## src/rtl/hbi_pkg.sv

```systemverilog
package hbi_pkg;
    localparam int BYTE_W = 8;
    localparam int NIB_W  = BYTE_W / 2;
    localparam int CNT_W  = $clog2(BYTE_W);

    typedef enum logic {WR_EXPECT_HI, WR_EXPECT_LO} wr_phase_e;
    typedef enum logic {RD_GIVE_LO, RD_GIVE_HI}     rd_phase_e;
    typedef enum logic {SER_IDLE, SER_SHIFT}        ser_state_e;
endpackage

```

## src/rtl/hbi_sync.sv

```systemverilog
module hbi_sync #(
    parameter int           W       = 1,
    parameter int           STAGES  = 2,
    parameter logic [W-1:0] RST_VAL = '0
) (
    input  logic         clk,
    input  logic         rst_n,
    input  logic [W-1:0] d,
    output logic [W-1:0] q
);
    logic [W-1:0] stg [STAGES];

    generate
        for (genvar s = 0; s < STAGES; s++) begin : g_stage
            always_ff @(posedge clk or negedge rst_n) begin
                if (!rst_n)      stg[s] <= RST_VAL;
                else if (s == 0) stg[s] <= d;
                else             stg[s] <= stg[(s == 0) ? 0 : s - 1];
            end
        end
    endgenerate

    assign q = stg[STAGES-1];
endmodule

```

## src/rtl/hbi_par_rx.sv

```systemverilog
module hbi_par_rx
    import hbi_pkg::*;
(
    input  logic              clk,
    input  logic              rst_n,
    input  logic              en,
    input  logic              cfg_i80,
    input  logic              cfg_nibble,
    input  logic              cs_act,
    input  logic              dc,
    input  logic              pin_a,
    input  logic              pin_b,
    input  logic [BYTE_W-1:0] d,
    output logic              vld,
    output logic [BYTE_W-1:0] byte_o,
    output logic              is_data,
    output logic              rd_on,
    output logic              rd_hi
);
    wr_phase_e         wst, wst_nxt;
    rd_phase_e         rst, rst_nxt;
    logic              wr_on, wr_q, rd_q, wr_done, rd_done, live;
    logic [NIB_W-1:0]  hi_nib;

    assign live    = en && cs_act;
    assign wr_on   = live && (cfg_i80 ? !pin_a : (!pin_a && pin_b));
    assign rd_on   = live && (cfg_i80 ? !pin_b : (pin_a && pin_b));
    assign wr_done = wr_q && !wr_on && live;
    assign rd_done = rd_q && !rd_on && live;
    assign rd_hi   = (rst == RD_GIVE_HI);

    always_comb begin
        wst_nxt = wst;
        rst_nxt = rst;
        if (!live) begin
            wst_nxt = WR_EXPECT_HI;
            rst_nxt = RD_GIVE_LO;
        end else begin
            unique case (wst)
                WR_EXPECT_HI: if (wr_done && cfg_nibble) wst_nxt = WR_EXPECT_LO;
                WR_EXPECT_LO: if (wr_done) wst_nxt = WR_EXPECT_HI;
            endcase
            unique case (rst)
                RD_GIVE_LO: if (rd_done && cfg_nibble) rst_nxt = RD_GIVE_HI;
                RD_GIVE_HI: if (rd_done) rst_nxt = RD_GIVE_LO;
            endcase
        end
    end

    always_ff @(posedge clk or negedge rst_n) begin
        if (!rst_n) begin
            wst <= WR_EXPECT_HI;
            rst <= RD_GIVE_LO;
        end else begin
            wst <= wst_nxt;
            rst <= rst_nxt;
        end
    end

    always_ff @(posedge clk or negedge rst_n) begin
        if (!rst_n) begin
            wr_q    <= 1'b0;
            rd_q    <= 1'b0;
            vld     <= 1'b0;
            byte_o  <= '0;
            is_data <= 1'b0;
            hi_nib  <= '0;
        end else begin
            wr_q <= wr_on;
            rd_q <= rd_on;
            vld  <= 1'b0;
            if (wr_done) begin
                if (!cfg_nibble) begin
                    vld     <= 1'b1;
                    byte_o  <= d;
                    is_data <= dc;
                end else if (wst == WR_EXPECT_HI) begin
                    hi_nib <= d[BYTE_W-1 -: NIB_W];
                end else begin
                    vld     <= 1'b1;
                    byte_o  <= {hi_nib, d[BYTE_W-1 -: NIB_W]};
                    is_data <= dc;
                end
            end
        end
    end


    par_abort_chk: assert property (@(posedge clk) disable iff (!rst_n)
        !cs_act |=> (wst == WR_EXPECT_HI && rst == RD_GIVE_LO));

    par_pair_chk: assert property (@(posedge clk) disable iff (!rst_n)
        (vld && cfg_nibble && $past(cfg_nibble)) |-> $past(wst == WR_EXPECT_LO));
endmodule

```

## src/rtl/hbi_ser_rx.sv

```systemverilog
module hbi_ser_rx
    import hbi_pkg::*;
(
    input  logic              clk,
    input  logic              rst_n,
    input  logic              en,
    input  logic              cs_act,
    input  logic              dc,
    input  logic              sck,
    input  logic              sda,
    output logic              vld,
    output logic [BYTE_W-1:0] byte_o,
    output logic              is_data
);
    ser_state_e        st, st_nxt;
    logic [CNT_W-1:0]  cnt;
    logic [BYTE_W-2:0] sh;
    logic              sck_q, rise;

    assign rise = sck && !sck_q && (st == SER_SHIFT) && (st_nxt == SER_SHIFT);

    always_comb begin
        st_nxt = st;
        unique case (st)
            SER_IDLE:  if (en && cs_act)    st_nxt = SER_SHIFT;
            SER_SHIFT: if (!(en && cs_act)) st_nxt = SER_IDLE;
        endcase
    end

    always_ff @(posedge clk or negedge rst_n) begin
        if (!rst_n) st <= SER_IDLE;
        else        st <= st_nxt;
    end

    always_ff @(posedge clk or negedge rst_n) begin
        if (!rst_n) begin
            cnt     <= '0;
            sh      <= '0;
            sck_q   <= 1'b0;
            vld     <= 1'b0;
            byte_o  <= '0;
            is_data <= 1'b0;
        end else begin
            sck_q <= sck;
            vld   <= 1'b0;
            if (st_nxt == SER_IDLE) begin
                cnt <= '0;
            end else if (rise) begin
                sh  <= {sh[BYTE_W-3:0], sda};
                cnt <= cnt + 1'b1;
                if (cnt == CNT_W'(BYTE_W-1)) begin
                    vld     <= 1'b1;
                    byte_o  <= {sh, sda};
                    is_data <= dc;
                    cnt     <= '0;
                end
            end
        end
    end


    ser_abort_chk: assert property (@(posedge clk) disable iff (!rst_n)
        !cs_act |=> (cnt == '0));

    ser_count_chk: assert property (@(posedge clk) disable iff (!rst_n)
        vld |-> (cnt == '0 && $past(cnt) == CNT_W'(BYTE_W-1)));
endmodule

```

## src/rtl/host_port_frontend.sv

```systemverilog
module host_port_frontend
    import hbi_pkg::*;
#(
    parameter int SYNC_STAGES = 2
) (
    input  logic              clk,
    input  logic              rst_n,
    input  logic              cfg_serial,
    input  logic              cfg_i80,
    input  logic              cfg_nibble,
    input  logic              cs_n,
    input  logic              dc_sel,
    input  logic              rw_wrn,
    input  logic              en_rdn,
    input  logic [BYTE_W-1:0] host_d_i,
    output logic [BYTE_W-1:0] host_d_o,
    output logic              host_d_oe,
    input  logic [BYTE_W-1:0] rd_byte,
    output logic [BYTE_W-1:0] out_byte,
    output logic              out_is_data,
    output logic              out_valid
);
    localparam int SW = BYTE_W + 4;
    localparam logic [SW-1:0] SYNC_RST = {4'b1010, {BYTE_W{1'b0}}};

    logic [SW-1:0]     raw, syn;
    logic              s_cs_n, s_dc, s_a, s_b;
    logic [BYTE_W-1:0] s_d;
    logic              p_vld, p_dat, p_rd_on, p_rd_hi;
    logic              q_vld, q_dat;
    logic [BYTE_W-1:0] p_byte, q_byte;

    assign raw = {cs_n, dc_sel, rw_wrn, en_rdn, host_d_i};

    hbi_sync #(.W(SW), .STAGES(SYNC_STAGES), .RST_VAL(SYNC_RST)) u_sync (
        .clk(clk), .rst_n(rst_n), .d(raw), .q(syn)
    );

    assign {s_cs_n, s_dc, s_a, s_b, s_d} = syn;

    hbi_par_rx u_par (
        .clk(clk), .rst_n(rst_n), .en(!cfg_serial), .cfg_i80(cfg_i80),
        .cfg_nibble(cfg_nibble), .cs_act(!s_cs_n), .dc(s_dc),
        .pin_a(s_a), .pin_b(s_b), .d(s_d),
        .vld(p_vld), .byte_o(p_byte), .is_data(p_dat),
        .rd_on(p_rd_on), .rd_hi(p_rd_hi)
    );

    hbi_ser_rx u_ser (
        .clk(clk), .rst_n(rst_n), .en(cfg_serial), .cs_act(!s_cs_n),
        .dc(s_dc), .sck(s_d[BYTE_W-2]), .sda(s_d[BYTE_W-1]),
        .vld(q_vld), .byte_o(q_byte), .is_data(q_dat)
    );

    assign out_valid   = p_vld | q_vld;
    assign out_byte    = cfg_serial ? q_byte : p_byte;
    assign out_is_data = cfg_serial ? q_dat  : p_dat;

    always_ff @(posedge clk or negedge rst_n) begin
        if (!rst_n) begin
            host_d_oe <= 1'b0;
            host_d_o  <= '0;
        end else begin
            host_d_oe <= p_rd_on;
            if (!cfg_nibble)  host_d_o <= rd_byte;
            else if (p_rd_hi) host_d_o <= {rd_byte[BYTE_W-1 -: NIB_W], {NIB_W{1'b0}}};
            else              host_d_o <= {rd_byte[NIB_W-1:0], {NIB_W{1'b0}}};
        end
    end


    valid_pulse_chk: assert property (@(posedge clk) disable iff (!rst_n)
        out_valid |=> !out_valid);

    serial_quiet_chk: assert property (@(posedge clk) disable iff (!rst_n)
        $past(cfg_serial) |-> !host_d_oe);

    read_no_byte_chk: assert property (@(posedge clk) disable iff (!rst_n)
        host_d_oe |-> !out_valid);

    idle_float_chk: assert property (@(posedge clk) disable iff (!rst_n)
        $past(cs_n, SYNC_STAGES + 1) && $past(cs_n, SYNC_STAGES) |-> !host_d_oe);
endmodule

```

## config.mk

```make
export PLATFORM = sky130hd
export DESIGN_NAME = host_port_frontend
export DESIGN_NICKNAME = d
export VERILOG_FILES = /design/src/rtl/hbi_pkg.sv /design/src/rtl/hbi_sync.sv /design/src/rtl/hbi_par_rx.sv /design/src/rtl/hbi_ser_rx.sv /design/src/rtl/host_port_frontend.sv
export SDC_FILE = /design/constraint.sdc
export NUM_CORES = 1
export LEC_CHECK = 0
export ABC_AREA = 1
export BUFFER_PORTS_ARGS = -buffer_cell sky130_fd_sc_hd__buf_2
export CAP_MARGIN = 30
export CORE_MARGIN = 2
export CORE_UTILIZATION = 30
export CTS_BUF_LIST = sky130_fd_sc_hd__clkbuf_16
export DETAILED_ROUTE_END_ITERATION = 10
export SYNTH_ARGS = -nofsm -noshare
export SYNTH_HDL_FRONTEND = slang
export SYNTH_SLANG_ARGS = --single-unit
```

## constraint.sdc

```tcl
create_clock -name clk -period 3.05 [get_ports clk]
set_input_delay 0.7625 -clock clk [delete_from_list [all_inputs] [get_ports clk]]
set_output_delay 0.7625 -clock clk [all_outputs]
set_load 0.005 [all_outputs]
```

* Yosys cells after proc, flatten, opt, wreduce, memory -nomap -nowiden
Cells that the tools add are included. W data, S select, Z words.
Storage, ports and cells: flip-flop bits (word level) 72, output and inout port bits 19
Operators by class: $add $sub $neg 1, equality and inequality tests 3, multiplexer cells 28, bitwise logic cells 3, reductions and logical operators 26
Operators with widths (count):
- $mux W8 | 5
- $mux W1 | 18
- $logic_and A1 B1 Y1 | 15
- $mux W3 | 3
- $logic_not A1 Y1 | 7
- $reduce_and A3 Y1 | 2
- $pmux W1 S2 | 2
- $reduce_and A2 Y1 | 2
- $add A3 B1 Y3 const B | 1
- $eq A3 B3 Y1 const B | 1
- $ne A2 B1 Y1 const B | 1
- $ne A2 B2 Y1 const B | 1
- $not A1 Y1 | 2
- $or A1 B1 Y1 | 1

* Logic depth before layout (Yosys ltp)
depth after elaboration 11, mapped depth 7, depth with buffers taken out 6

* Cells and area by module
Synthesis repeated with hierarchy kept, for this count alone.
Unflattened totals: cells, all modules 310, area total of the unflattened synthesis 2986.6 µm²
By module, submodules not included:
- hbi_par_rx | instances 1, cells each 115, area each 932.1 µm², sequential area each 450.4 µm²
- hbi_ser_rx | instances 1, cells each 96, area each 893.4 µm², sequential area each 550.5 µm²
- hbi_sync | instances 1, cells each 36, area each 695.7 µm², sequential area each 605.6 µm²
- host_port_frontend | instances 1, cells each 63, area each 465.4 µm², sequential area each 225.2 µm²

* Worst setup path after synthesis
OpenSTA, ideal clock, no wires.
kind input to output, from input port cfg_serial, to output port out_byte[6], arrival time 1015 ps, data required time 2288 ps, slack 1272 ps, cell stages on the path 3, path buffers 1, cells stage by stage clkbuf_8 -> nand2_1 -> nand2_1
On the way: longest elaborated chain between the ends 1
Ends and longest elaborated chain:
- start, declared | line host_port_frontend.sv:8 | input logic cfg_serial,
- $mux W8 | line host_port_frontend.sv:56 | assign out_byte = cfg_serial ? q_byte : p_byte;
- end, declared | line host_port_frontend.sv:19 | output logic [BYTE_W-1:0] out_byte,
No other way between the ends.

* Final worst setup path
from input port cfg_serial, to output port out_byte[5]
Same word-level chain as after synthesis.

==> results.py <==
metrics = {
    "power_and_ir_drop": {
        "powerDensity_nw_per_um2": 637,
        "power.share.combinational": 0.072,
        "power.internal_mw": 1.62,
        "pwr-share-clk": 0.420,
        "p_switching_mw": 0.469,
        "leakagePower_nw": 1.69,
        "p_sw_frac": 0.225,
        "seqPwrFrac": 0.509,
        "vdd_drop_max_mv": 0.335,
    },
    "final_layout": {
        "syn2layout_area_growth_pct": 20.4,
        "drive_gt1_frac": 0.256,
        "antenna_cells": 0,
        "nets": 331,
    },
    "clocking": {
        "clkSlewWorstSetupHoldPaths_ns": 0.05,
        "numCtsBuffers": 9,
        "cts_tree": "built",
        "clock_sinks": 72,
        "h-tree-depth": 3,
        "cts_hold_buf": 0,
        "cts_root_buf": "clkbuf_16",
        "cts.repair.resized": 0,
        "insertion_delay_ns": 0.32,
        "clock_path_buffers": 2,
        "post_cts_buffers": 0,
    },
    "place": {
        "place_ws_ns": 0.833,
        "routabilityCongestion": 0.786,
        "dp_hpwl_um": 3320,
        "portBuffers": 43,
    },
    "setup_path": {
        "crit_slowest_cell": "buf_2",
        "cp_cell_sequence": "buf_2 > inv_2 > nand2_1 > nand2_1 > buf_2",
        "worstPathArrival_ns": 1.45,
        "crit_buf_inv": 3,
        "cp-end-kind": "output pin",
        "cp-start-kind": "primary input",
        "cp_top_family": "buffers and inverters",
        "path_class": "primary input to output pin",
        "crit_path_max_incr_delay_ns": 0.24,
        "worstPathMaxFanout": 12,
        "crit_required_ns": 2.29,
    },
    "detailed_routing": {
        "drt-initial-drc-count": 150,
        "wl_per_cell_um": 11.2,
        "vias_per_cell": 4.23,
        "antenna_left": 0,
        "drt_wl_total_um": 4690,
        "remaining_drc_errors": 0,
        "vias": 1765,
        "drtPass1Iterations": 4,
    },
    "sta": {
        "slew_violations": 0,
        "rsz0062_at_grt": "false",
        "fin_ws_ns": 0.840,
        "timing.final.hold_violations": 0,
        "fin_crit_sh": 0.725,
        "fin_skew_ns": 0.00578,
        "period_minus_slack_ns": 2.21,
        "fmax_mhz": 452,
        "tightest_slew_ns": 0.629,
        "slew_headroom": 0.581,
        "setup_viol": 0,
        "setup_tns_ns": 0,
    },
    "grt": {
        "grt_max_degree": 30,
        "grt_pass1_wl_um": 8220,
        "grt_pass1_vias": 1822,
        "antenna_found_initial": 0,
        "grt_overflow": 0,
        "track_usage": 0.107,
    },
    "yosys": {
        "synth_cells": 255,
        "synth_top_flop_cell": "dfrtp_1",
        "ys_seq_area_frac": 0.665,
        "synth_warnings": 0,
        "synth_area_um2": 2720,
        "synth-edff-count": 0,
        "synth_nets": 282,
        "synth_area_per_cell_um2": 10.7,
        "yosysUniqueCellTypes": 24,
        "async_flop_share": 1.00,
        "ys_seq_elements": 72,
    },
    "floorplan": {
        "boundaryPins": 44,
        "rows": 34,
        "core_area_um2": 8760,
        "die_y_um": 99.2,
        "die_w_um": 99.2,
        "die_area_um2": 9830,
        "initial_core_util": 0.310,
    },
    "flow_run": {
        "cap_violations": 0,
    },
    "hold_path": {
        "hp-class": "flop to flop",
    },
    "status": {
        "outcome": "completed",
    },
}
==> logic make-up (layout without fill, tap and decap cells) <==
kind of cell | Yosys count | in the layout | share of synthesized area
AOI/OAI and AO/OA | 45 | 45 | 0.0940
adders and majority gates | 2 | 2 | 0.00921
buffers and inverters | 35 | 89 | 0.0622
DFF | 72 | 72 | 0.665
and+or+nand+nor | 101 | 101 | 0.170
==> Yosys cell counts, types with 3 or more instances <==
| cell type | number | share of area |
|---|---|---|
| buf_6 | 3 | 0.012 |
| dfstp_2 | 4 | 0.039 |
| nand2_1 | 77 | 0.11 |
| nor2_1 | 8 | 0.011 |
| dfrtp_1 | 68 | 0.63 |
| nand3_1 | 6 | 0.011 |
| o21ai_1 | 6 | 0.011 |
| inv_1 | 26 | 0.036 |
| o21ai_2 | 8 | 0.026 |
| or2_2 | 3 | 0.0069 |
| o21ai_0 | 29 | 0.053 |
==> state kept, by name, indices dropped and copies added, names as in the netlist <==
name,count
u_ser.vld,1
u_par.rd_q,1
u_ser.cnt,3
u_ser.sck_q,1
u_ser.byte_o,8
u_par.hi_nib,4
u_ser.st,1
u_sync.q,12
host_d_o,8
u_par.byte_o,8
u_par.wr_q,1
u_par.wst,1
u_sync.stg,12
u_ser.is_data,1
u_par.vld,1
u_ser.sh,7
u_par.is_data,1
u_par.rd_hi,1
==> power by group through the flow <==
| stage | Combinational, mW | Clock (mW) | Sequential, mW |
|---|---|---|---|
| finish | 0.149 | 0.875 | 1.06 |
| global placement | 0.150 | 0 | 1.08 |
| detailed placement | 0.155 | 0 | 1.08 |
| CTS | 0.155 | 0.892 | 1.06 |
| floorplan | 0.0827 | 0 | 1.07 |
| global route | 0.179 | 0.942 | 1.07 |
==> routing by layer <==
metal	GRT usage	vias to the layer above	routed length, um
met4	0.0443	0	19
met2	0.168	43	2180
li1	-	904	-
met1	0.135	816	2230
met5	0	-	0
met3	0.0394	2	269
==> placed cells by master (no fill, tap or decap) <==
cell,netlist,routed
nand2_1,77,77
dfrtp_1,68,68
buf_2,1,43
inv_1,26,31
o21ai_0,29,29
clkbuf_16,0,9
nor2_1,8,8
o21ai_2,8,8
nand3_1,6,6
o21ai_1,6,6
dfstp_2,4,4
or2_2,3,3
inv_2,2,2
nand3_2,2,2
a21oi_1,2,2
ha_1,2,2
buf_4,1,2
nor2_4,1,1
nor2_2,1,1
nand4_4,1,1
nor3_4,1,1
nand3_4,1,1
clkinv_1,0,1
clkinv_2,0,1
==> worst paths after layout <==
kind,slack (ns),cells after the start,from,to
worst max register to register,1.56,5,u_sync.q[11]$_DFF_PN1_,u_par.byte_o[6]$_DFFE_PN0P_
max in group asynchronous,1.78,2,rst_n,u_sync.q[9]$_DFF_PN1_
worst min-delay path,0.34,0,u_sync.stg[19]$_DFF_PN0_,u_sync.q[7]$_DFF_PN0_
worst min register to register,0.34,0,u_sync.stg[19]$_DFF_PN0_,u_sync.q[7]$_DFF_PN0_
worst max-delay path,0.84,5,cfg_serial,out_byte[5]
min in group asynchronous,0.46,1,rst_n,u_sync.q[10]$_DFF_PN0_
==> cell type report <==
type,instances,area (um^2)
Fill cell,891,5490
Sequential cell,72,1810
Multi-Input combinational cell,148,741
Timing Repair Buffer,45,230
Clock buffer,9,225
Tap cell,108,135
Inverter,28,105
Clock inverter,7,27.5
==> through the flow <==
stage	instance area, um^2	util	instances	total power, mW	hold slack (ns)
floorplan	2720	-	255	1.15	0.331
global placement	3020	0.344	401	1.23	0.331
detailed placement	3020	0.344	401	1.23	0.336
CTS	3270	0.373	417	2.11	0.343
global route	3270	0.373	417	2.19	0.351
finish	3270	0.373	417	2.08	0.340
Note: power is estimated with default switching activity, not from simulation.
